## src/rtl/lkr_pkg.sv

```systemverilog
package lkr_pkg;

    typedef enum logic [1:0] {
        OP_READ  = 2'b00,
        OP_TAS   = 2'b01,
        OP_CLEAR = 2'b10
    } lk_op_e;

    localparam logic LOCK_CLEAR = 1'b0;
    localparam logic LOCK_BUSY  = 1'b1;

    typedef enum logic [3:0] {
        ST_IDLE,
        ST_POLL_REQ,
        ST_POLL_WAIT,
        ST_TAS_REQ,
        ST_TAS_WAIT,
        ST_BACKOFF,
        ST_HELD,
        ST_REL_REQ,
        ST_REL_WAIT
    } lk_state_e;

    typedef struct packed {
        logic   valid;
        lk_op_e op;
    } lk_req_t;

endpackage

```

## src/rtl/lkr_backoff.sv

```systemverilog
module lkr_backoff #(
    parameter int MIN_DELAY = 4,
    parameter int MAX_DELAY = 32,
    localparam int DW = $clog2(MAX_DELAY + 1)
) (
    input  logic          clk,
    input  logic          rst,
    input  logic          restart,
    input  logic          collide,
    output logic          expired,
    output logic [DW-1:0] delay_o
);
    localparam logic [DW-1:0] MIN_V = DW'(MIN_DELAY);
    localparam logic [DW-1:0] MAX_V = DW'(MAX_DELAY);

    logic [DW-1:0] cur_q;
    logic [DW-1:0] tmr_q;
    logic [DW:0]   dbl;
    logic [DW-1:0] cur_next;

    always_comb begin
        dbl      = {cur_q, 1'b0};
        cur_next = (dbl > {1'b0, MAX_V}) ? MAX_V : dbl[DW-1:0];
    end

    always_ff @(posedge clk) begin
        if (rst || restart) begin
            cur_q <= MIN_V;
            tmr_q <= '0;
        end else if (collide) begin
            tmr_q <= cur_q;
            cur_q <= cur_next;
        end else if (tmr_q != '0) begin
            tmr_q <= tmr_q - 1'b1;
        end
    end

    assign expired = (tmr_q == DW'(1));
    assign delay_o = cur_q;
endmodule

```

## src/rtl/lkr_fsm.sv

```systemverilog
module lkr_fsm
    import lkr_pkg::*;
(
    input  logic    clk,
    input  logic    rst,
    input  logic    acq_req,
    input  logic    rel_pulse,
    input  logic    req_ready,
    input  logic    rsp_valid,
    input  logic    rsp_data,
    input  logic    bo_expired,
    output lk_req_t req,
    output logic    grant,
    output logic    bo_restart,
    output logic    bo_collide
);
    lk_state_e st_q, st_d;

    always_ff @(posedge clk) begin
        if (rst) st_q <= ST_IDLE;
        else     st_q <= st_d;
    end

    always_comb begin
        st_d       = st_q;
        bo_restart = 1'b0;
        bo_collide = 1'b0;
        unique case (st_q)
            ST_IDLE: if (acq_req) begin
                st_d       = ST_POLL_REQ;
                bo_restart = 1'b1;
            end
            ST_POLL_REQ:  if (req_ready) st_d = ST_POLL_WAIT;
            ST_POLL_WAIT: if (rsp_valid)
                st_d = (rsp_data == LOCK_CLEAR) ? ST_TAS_REQ : ST_POLL_REQ;
            ST_TAS_REQ:   if (req_ready) st_d = ST_TAS_WAIT;
            ST_TAS_WAIT: if (rsp_valid) begin
                if (rsp_data == LOCK_CLEAR) begin
                    st_d       = ST_HELD;
                    bo_restart = 1'b1;
                end else begin
                    st_d       = ST_BACKOFF;
                    bo_collide = 1'b1;
                end
            end
            ST_BACKOFF:  if (bo_expired) st_d = ST_POLL_REQ;
            ST_HELD:     if (rel_pulse)  st_d = ST_REL_REQ;
            ST_REL_REQ:  if (req_ready)  st_d = ST_REL_WAIT;
            ST_REL_WAIT: if (rsp_valid)  st_d = ST_IDLE;
            default:     st_d = ST_IDLE;
        endcase
    end

    always_comb begin
        req.valid = 1'b0;
        req.op    = OP_READ;
        unique case (st_q)
            ST_POLL_REQ: req.valid = 1'b1;
            ST_TAS_REQ: begin
                req.valid = 1'b1;
                req.op    = OP_TAS;
            end
            ST_REL_REQ: begin
                req.valid = 1'b1;
                req.op    = OP_CLEAR;
            end
            default: ;
        endcase
    end

    assign grant = (st_q == ST_HELD);
endmodule

```

## src/rtl/lock_requester.sv

```systemverilog
module lock_requester
    import lkr_pkg::*;
#(
    parameter int MIN_DELAY = 4,
    parameter int MAX_DELAY = 32
) (
    input  logic       clk,
    input  logic       rst,
    input  logic       acq_req,
    input  logic       rel_pulse,
    output logic       grant,
    output logic       mem_req_valid,
    input  logic       mem_req_ready,
    output logic [1:0] mem_req_op,
    input  logic       mem_rsp_valid,
    input  logic       mem_rsp_data
);
    localparam int DW = $clog2(MAX_DELAY + 1);

    lk_req_t       req;
    logic          bo_restart;
    logic          bo_collide;
    logic          bo_expired;
    logic [DW-1:0] bo_delay;

    lkr_fsm u_fsm (
        .clk        (clk),
        .rst        (rst),
        .acq_req    (acq_req),
        .rel_pulse  (rel_pulse),
        .req_ready  (mem_req_ready),
        .rsp_valid  (mem_rsp_valid),
        .rsp_data   (mem_rsp_data),
        .bo_expired (bo_expired),
        .req        (req),
        .grant      (grant),
        .bo_restart (bo_restart),
        .bo_collide (bo_collide)
    );

    lkr_backoff #(
        .MIN_DELAY (MIN_DELAY),
        .MAX_DELAY (MAX_DELAY)
    ) u_backoff (
        .clk     (clk),
        .rst     (rst),
        .restart (bo_restart),
        .collide (bo_collide),
        .expired (bo_expired),
        .delay_o (bo_delay)
    );

    assign mem_req_valid = req.valid;
    assign mem_req_op    = req.op;
endmodule

```

## config.mk

```make
export PLATFORM = sky130hd
export DESIGN_NAME = lock_requester
export DESIGN_NICKNAME = d
export VERILOG_FILES = /design/src/rtl/lkr_pkg.sv /design/src/rtl/lkr_backoff.sv /design/src/rtl/lkr_fsm.sv /design/src/rtl/lock_requester.sv
export SDC_FILE = /design/constraint.sdc
export NUM_CORES = 1
export LEC_CHECK = 0
export ABC_AREA = 0
export CAP_MARGIN = 20
export CORE_UTILIZATION = 45
export DETAILED_ROUTE_END_ITERATION = 8
export GPL_TIMING_DRIVEN = 0
export PLACE_DENSITY_LB_ADDON = 0.12
export SETUP_SLACK_MARGIN = 0.3
export SLEW_MARGIN = 20
export SYNTH_ARGS = -nofsm -noshare
export SYNTH_HDL_FRONTEND = slang
export SYNTH_SLANG_ARGS = --single-unit
export TNS_END_PERCENT = 20
```

## constraint.sdc

```tcl
create_clock -name clk -period 1.5 [get_ports clk]
set_input_delay 0.15 -clock clk [delete_from_list [all_inputs] [get_ports clk]]
set_output_delay 0.15 -clock clk [all_outputs]
set_load 0.05 [all_outputs]
```

==> impl_results.md, run 1 <==
- Worst vdd ir: 1.002 mV
- Crit Path Category: flip-flop to flip-flop
- Ys Warns: 0
- Met3 WL: 94 um
- Worst-Margin Slew: about 0.34 ns
- Mapped cell area: 872.1 um^2
- Final #Nets: 139
- Initial DRC Count: 23
- Reg-to-Reg End: u_fsm.st_q[1]
- Number of cells in the design after placement: 137
- Routed len/inst: 13.99 um
- Critical path, cell by cell: nor2b_4 -> o311a_4 -> a21oi_4 -> a21oi_1 -> a31o_2
- Most numerous cell in the Yosys netlist: nor2_1
- Setup slack, reg-to-reg: 0.04 ns
- GRT Overall Usage: around 20%
- Slowest cell on the critical path: dfxtp_4
- Final Hold Viols: 0
- Largest net degree at the start of global routing: 11
- Seq/Total Area, Yosys: 32.14%
- Die height: 46.02 um
- Leakage: roughly 0.45 nW
- GP Congestion: between 0.8 and 0.9
- Grt ovf: 0
- Largest stage delay, worst path: 0.39 ns
- Ant. Diodes: 0
- Area Overhead vs Synth: 43.62%
- TritonCTS Sinks: 14
- Starting Density: 49.43%
- Routed Wire Length: 2140 um
- H-tree depth: 1
- Most frequent cells after synthesis: nor2_1, dfxtp_1, a21oi_1, nand2_1, nor3_1
- Async S/R FF share, synth: 0%
- Switching Fraction: 43.91%
- Syn nets: 112
- Max Fanout on Critical Path: 8
- Clk network pwr share: 10.7%
- Pint: 0.001226 W
- Max-slew headroom: 76.96%
- Syn Area/Cell: 8.550 um^2
- Hold Path Stages: 2
- Sequential power share: slightly below 30%
- Top routing layer in use: met4
- # rows: 15
- WP data required: 1.68 ns
- Endpoint class of the critical path: flip-flop
- Clock slew at reported path FFs: 0.09 ns
- Bufs on Longest Clock Path: 2
- Period utilization: 97.43%
- Post-route ant nets: 0
- Reg-to-Reg Start: u_fsm.st_q[1]
- Arrival time at the worst endpoint: 1.64 ns
- Crit path max-delay family: compound AO/OA/AOI/OAI gates
- Hold EP: u_backoff.delay_o[4]
- Power Dens Cells: 1746 nW/um^2
- Crit path time final: 1.462 ns
- Detailed Routing Iterations Pass 1: 4
- Setup TNS: 0 ns
- Area contributors post-synth: dfxtp_1, nor2_1, a21oi_1
- CP startpoint kind: flip-flop
- Share of cells above drive strength 1: 44.53%
- Drt drc: 0
- Antenna violations before repair: 0
- Max-Cap Viols: 0
- Slew Limit Fails: 0
- CTS tree: built
- Synth top area share: 32.14%
- Hold crit path type: flip-flop to flip-flop
- Skew final: between 0.0015 and 0.002 ns
- Logic gate share of total power: between 50% and 60%
- Dpl ws: -0.2196 ns
- Core Box Area: 1764 um^2
- First-pass GRT wire length: between 3000 and 4000 um
- Final Instance Count excl. Fillers: 153
- IO Pins: 11
- Skew-Pair Late Insertion Delay: 0.28 ns
- Cell count after synthesis: 102
- Area post-placement: 1047 um^2
- RSZ-0062 raised after global routing: true
- WL met1: a little under 1000 um
- Vias in the first global route: 700
- Die area: 2118 um^2
- Met2 WL: between 1000 and 1500 um
- EDFF count, synth: 0
- Final instance area: 1252 um^2
- Pwr Total: around 0.0022 W
- Worst hold start: u_backoff.delay_o[4]
- Setup ws final: 0.03848 ns
- Chip width: about 46 um
- Reg2Reg Depth: 5
- Synth area leader: dfxtp_1
- Synth Flop Type: dfxtp_1
- Clock root cell: clkbuf_4
- Netlist cell types: 34
- Hpwl dp: about 1300 um
- Vias: ~880
- Buffers added on ports: 10
- Final setup violation count: 0
- WP buf/inv: 0
- Yosys reg bits: 14
- Peak Freq: 684.2 MHz
- Via/cell ratio: 5.719
- CTS Buf Count: 3
- Status: finished clean
- Psw: 0.0009601 W
==> power groups by stage <==
stage | Sequential (W) | Clock (W) | Combinational (W)
floorplan | 0.000581 | 0 | 0.000838
global placement | 0.000602 | 0 | 0.000989
detailed placement | 0.000609 | 0 | 0.00101
CTS | 0.000628 | 0.000236 | 0.00113
global route | 0.000658 | 0.000254 | 0.00141
finish | 0.000651 | 0.000235 | 0.00130
==> worst register-to-register path, delay by kind of cell, from the launching register on <==
| kind | cells | cell delay, ns |
|---|---|---|
| AOI/OAI and AO/OA | 4 | 0.82 |
| DFF | 1 | 0.39 |
| and+or+nand+nor | 1 | 0.14 |
==> placed cells by master (no fill, tap or decap), drive strengths merged, types with 4 or more instances in the layout <==
cell,Yosys,layout
a211oi,4,4
a21oi,10,10
buf,1,16
clkbuf,0,4
clkdlybuf4s50,0,6
dfxtp,14,14
inv,5,5
nand2,8,8
nand2b,4,4
nand3,5,5
nor2,16,16
nor3,6,6
o21ai,6,7
==> worst max-delay path by stage <==
stage	from	endpoint	slack, ns	cells after the start
detailed placement	u_fsm.st_q[0]	mem_req_op[1]	-0.22	3
global placement	u_fsm.st_q[0]	mem_req_op[1]	-0.21	3
finish	u_fsm.st_q[1]	u_fsm.st_q[1]	0.04	5
floorplan	u_fsm.st_q[2]	u_fsm.st_q[1]	0.12	5
CTS	u_fsm.st_q[1]	u_fsm.st_q[1]	0.05	5
global route	u_backoff.tmr_q[2]	u_fsm.st_q[1]	-0.01	5
==> logic make-up (layout without fill, tap and decap cells) <==
family	Yosys count	in the layout	synth area share, %
AND/OR/NAND/NOR	47	47	29.41
buffers and inverters	6	31	3.013
adder cells (fa/ha/maj)	3	3	4.305
flip-flops	14	14	32.14
XOR/XNOR	1	1	1.004
multiplexers	4	4	4.735
AO/OA/AOI/OAI	27	28	25.40
==> metal layers <==
| metal | vias up | track usage, % |
|---|---|---|
| met5 | - | 0 |
| met4 | 0 | 8.824 |
| met3 | 6 | 5.952 |
| met2 | 26 | 30.42 |
| met1 | 422 | 26.97 |
| li1 | 421 | - |
==> state kept, by name (all words and copies together) (netlist names) <==
name	cells
u_fsm.st_q	4
u_backoff.delay_o	4
u_backoff.tmr_q	6
==> cell type report <==
type | count | area (um^2)
clock buffer | 4 | 26.28
timing repair buffer | 21 | 185.2
sequential | 14 | 292.8
inverter | 5 | 18.77
tap | 25 | 31.28
fill | 147 | 511.7
buffer | 1 | 7.507
multi-input combinational | 83 | 690.7
==> per-stage QoR <==
step                      hold WS [ns]  util (%)
after floorplan                 0.2117         -
final                           0.4901     70.99
after global placement          0.4613     59.36
after CTS                       0.4920     64.82
after global routing            0.5187     70.99
after detailed placement        0.4764     59.36
==> timing repair <==
item                       in CTS  in global routing
pin swaps                       3                  4
setup endpoints to repair      18                 18
gates resized for setup        35                 15
hold buffers                    0                  0
setup buffers                   5                  6
cloned                          0                  1
No activity file was read; power rests on OpenSTA's default activity.
==> run 2, diff against run 1 <==
- SYNTH_HIERARCHICAL: not set -> 1
- TNS_END_PERCENT: 20 -> not set
==> impl_results.md, run 2 <==
- First-pass GRT wire length: 4140 um (+37%)
- Period utilization: 125.3% (+28 points)
- Via/cell ratio: 6.063 (+6.0%)
- Hold Buf Count CTS: 0 (unchanged)
- Vias: 1067 (+22%)
- Crit Path Category: flip-flop to flip-flop
- Violated checks: setup timing
- Max Fanout on Critical Path: 4 (-4)
- Power Dens Cells: 1632 nW/um^2 (-6.5%)
- Psw: 0.001083 W (+13%)
- Skew final: 0.001633 ns (+0.00009759 ns)
- TritonCTS Sinks: 14 (unchanged)
- Mapped cell area: 868.3 um^2 (-0.43%)
- Chip width: 45.93 um (-0.21%)
- Syn nets: 112 (unchanged)
- Number of cells in the design after placement: 138 (+0.73%)
- Die height: 45.93 um (-0.21%)
- Worst vdd ir: 1.582 mV (+58%)
- RSZ-0062 raised after global routing: true
- Clk network pwr share: 10.3% (-0.4 points)
- Hpwl dp: 1421 um (+7.5%)
- Pint: 0.001600 W (+30%)
- Largest Register: u_backoff/tmr_q
- Setup crit start: u_backoff/tmr_q[5]
- Ant. Diodes: 0 (unchanged)
- Clock slew at reported path FFs: 0.08 ns (about the same)
- Post-route ant nets: 0 (unchanged)
- CTS Buf Count: 3 (unchanged)
- Setup TNS: -1.511 ns (-1.511 ns)
- H-tree depth: 1 (unchanged)
- Reg-to-Reg End: u_fsm/st_q[2]
- Hold crit path type: flip-flop to flip-flop
- Max-slew headroom: 71.16% (-5.8 points)
- Final Instance Count excl. Fillers: 176 (+15%)
- Setup ws final: -0.3794 ns (-0.4178 ns)
- Detailed Routing Iterations Pass 1: 4 (unchanged)
- Critical Path Sink: u_fsm/st_q[2]
- Reg2Reg Depth: 7 (+2)
- GRT Overall Usage: 27.93% (+7.5 points)
- Area Overhead vs Synth: 89.34%
- Slew Limit Fails: 0 (unchanged)
- Skew-Pair Late Insertion Delay: 0.29 ns (about the same)
- GP Congestion: 0.7567 (-8.0%)
- Max-Cap Viols: 0 (unchanged)
- Final setup violation count: 10 (+10)
- Routed Wire Length: 3637 um (+70%)
- Core Box Area: 1764 um^2 (unchanged)
- Antenna violations before repair: 0 (unchanged)
- Clock root cell: clkbuf_4
- Syn Area/Cell: 8.430 um^2 (-1.4%)
- Largest net degree at the start of global routing: 11 (unchanged)
- Final Hold Viols: 0 (unchanged)
- Peak Freq: 532.1 MHz (-22%)
- Grt ovf: 0 (unchanged)
- Ys Warns: 6 (+6)
- IO Pins: 11 (unchanged)
- CP startpoint kind: flip-flop
- # rows: 15 (unchanged)
- Setup slack, reg-to-reg: -0.38 ns (-0.42 ns)
- Cell count after synthesis: 103 (+0.98%)
- Share of cells above drive strength 1: 62.91% (+18 points)
- Die area: 2109 um^2 (-0.41%)
- Commonest non-fill, non-tap cell in the layout: buf_4
- Starting Density: 49.22% (-0.21 points)
- WP data required: 1.68 ns (about the same)
- Bufs on Longest Clock Path: 2 (unchanged)
- Switching Fraction: 40.35% (-3.6 points)
- Commonest cells after routing, fill and taps aside: buf_4, buf_6, dfxtp_1
- Reg-to-Reg Start: u_backoff/tmr_q[5]
- Routed len/inst: 20.66 um (+48%)
- Arrival time at the worst endpoint: 2.06 ns (+0.42 ns)
- Endpoint class of the critical path: flip-flop
- Buffers added on ports: 10 (unchanged)
- CTS tree: built
- Max reg flops: 6 (unchanged)
- Sequential power share: 20.6% (-9.2 points)
- Worst-Margin Slew: 0.4306 ns (+0.08860 ns)
- Logic gate share of total power: 69.1% (+9.6 points)
- Leakage: 0.6533 nW (+44%)
- Crit path time final: 1.879 ns (+0.4178 ns)
- Vias in the first global route: 935 (+34%)
- Drt drc: 0 (unchanged)
- Status: complete, but fails checks
- Final #Nets: 161 (+16%)
- Initial DRC Count: 38 (+65%)
-- run 2: worst min path at each step --
stage                     depth (start not counted)            startpoint                    to
after detailed placement                          1  u_backoff/delay_o[2]  u_backoff/delay_o[2]
after global routing                              2  u_backoff/delay_o[2]  u_backoff/delay_o[3]
after floorplan                                   1                   rst         u_fsm/st_q[3]
final                                             2  u_backoff/delay_o[2]  u_backoff/delay_o[3]
after global placement                            1  u_backoff/delay_o[2]  u_backoff/delay_o[2]
after CTS                                         2  u_backoff/delay_o[2]  u_backoff/delay_o[3]
-- run 2: repair_timing --
action / CTS / global route
endpoints found under the setup margin: 18 / 18
resized for setup: 53 / 22
buffers inserted: 23 / 11
pin swaps: 9 / 16
-- run 2: final cells by class --
type	count	area (um^2)
Buffer	7	95.09
Clock buffer	4	36.28
Fill cell	61	120.1
Inverter	8	32.53
Multi-Input combinational cell	74	748.2
Sequential cell	14	299.0
Tap cell	25	31.28
Timing Repair Buffer	44	401.6
-- run 2: power groups by stage --
stage / Clock (W) / Combinational [W] / Sequential (W)
2_1_floorplan: 0 / 0.000840 / 0.000537
3_3_place_gp: 0 / 0.000978 / 0.000553
3_5_place_dp: 0 / 0.00100 / 0.000559
4_1_cts: 0.000288 / 0.00148 / 0.000542
5_1_grt: 0.000294 / 0.00192 / 0.000560
6_report: 0.000277 / 0.00185 / 0.000553
-- run 2: worst max-delay path, stage by stage (launching register included) --
cell and delay, ns:
dfxtp_2 0.35, nor4_4 0.31, and2_4 0.18, and3b_1 0.18, o21ai_2 0.18, o211ai_4 0.13, o21bai_1 0.21, a32o_1 0.23
-- run 2: through the flow --
step | area, um^2 | hold WS [ns] | utilization (%) | setup WS (ns) | power, W
after detailed placement | 1139 | 0.4708 | 64.54 | -0.4704 | 0.001563
after global routing | 1644 | 0.5291 | 93.19 | -0.3938 | 0.002771
after CTS | 1459 | 0.4935 | 82.70 | -0.2694 | 0.002312
final | 1644 | 0.5076 | 93.19 | -0.3794 | 0.002683
after global placement | 1139 | 0.4703 | 64.54 | -0.4392 | 0.001531
after floorplan | 1007 | 0.2150 | - | -0.3050 | 0.001377
-- run 2: layer usage --
metal  GRT usage (%)  share of wire, %  up-vias
li1                -                 -      474
met1           31.49                42      531
met2           50.70                51       49
met3           5.159               4.0       13
met4           11.18               3.5        0
met5               0                 0        -
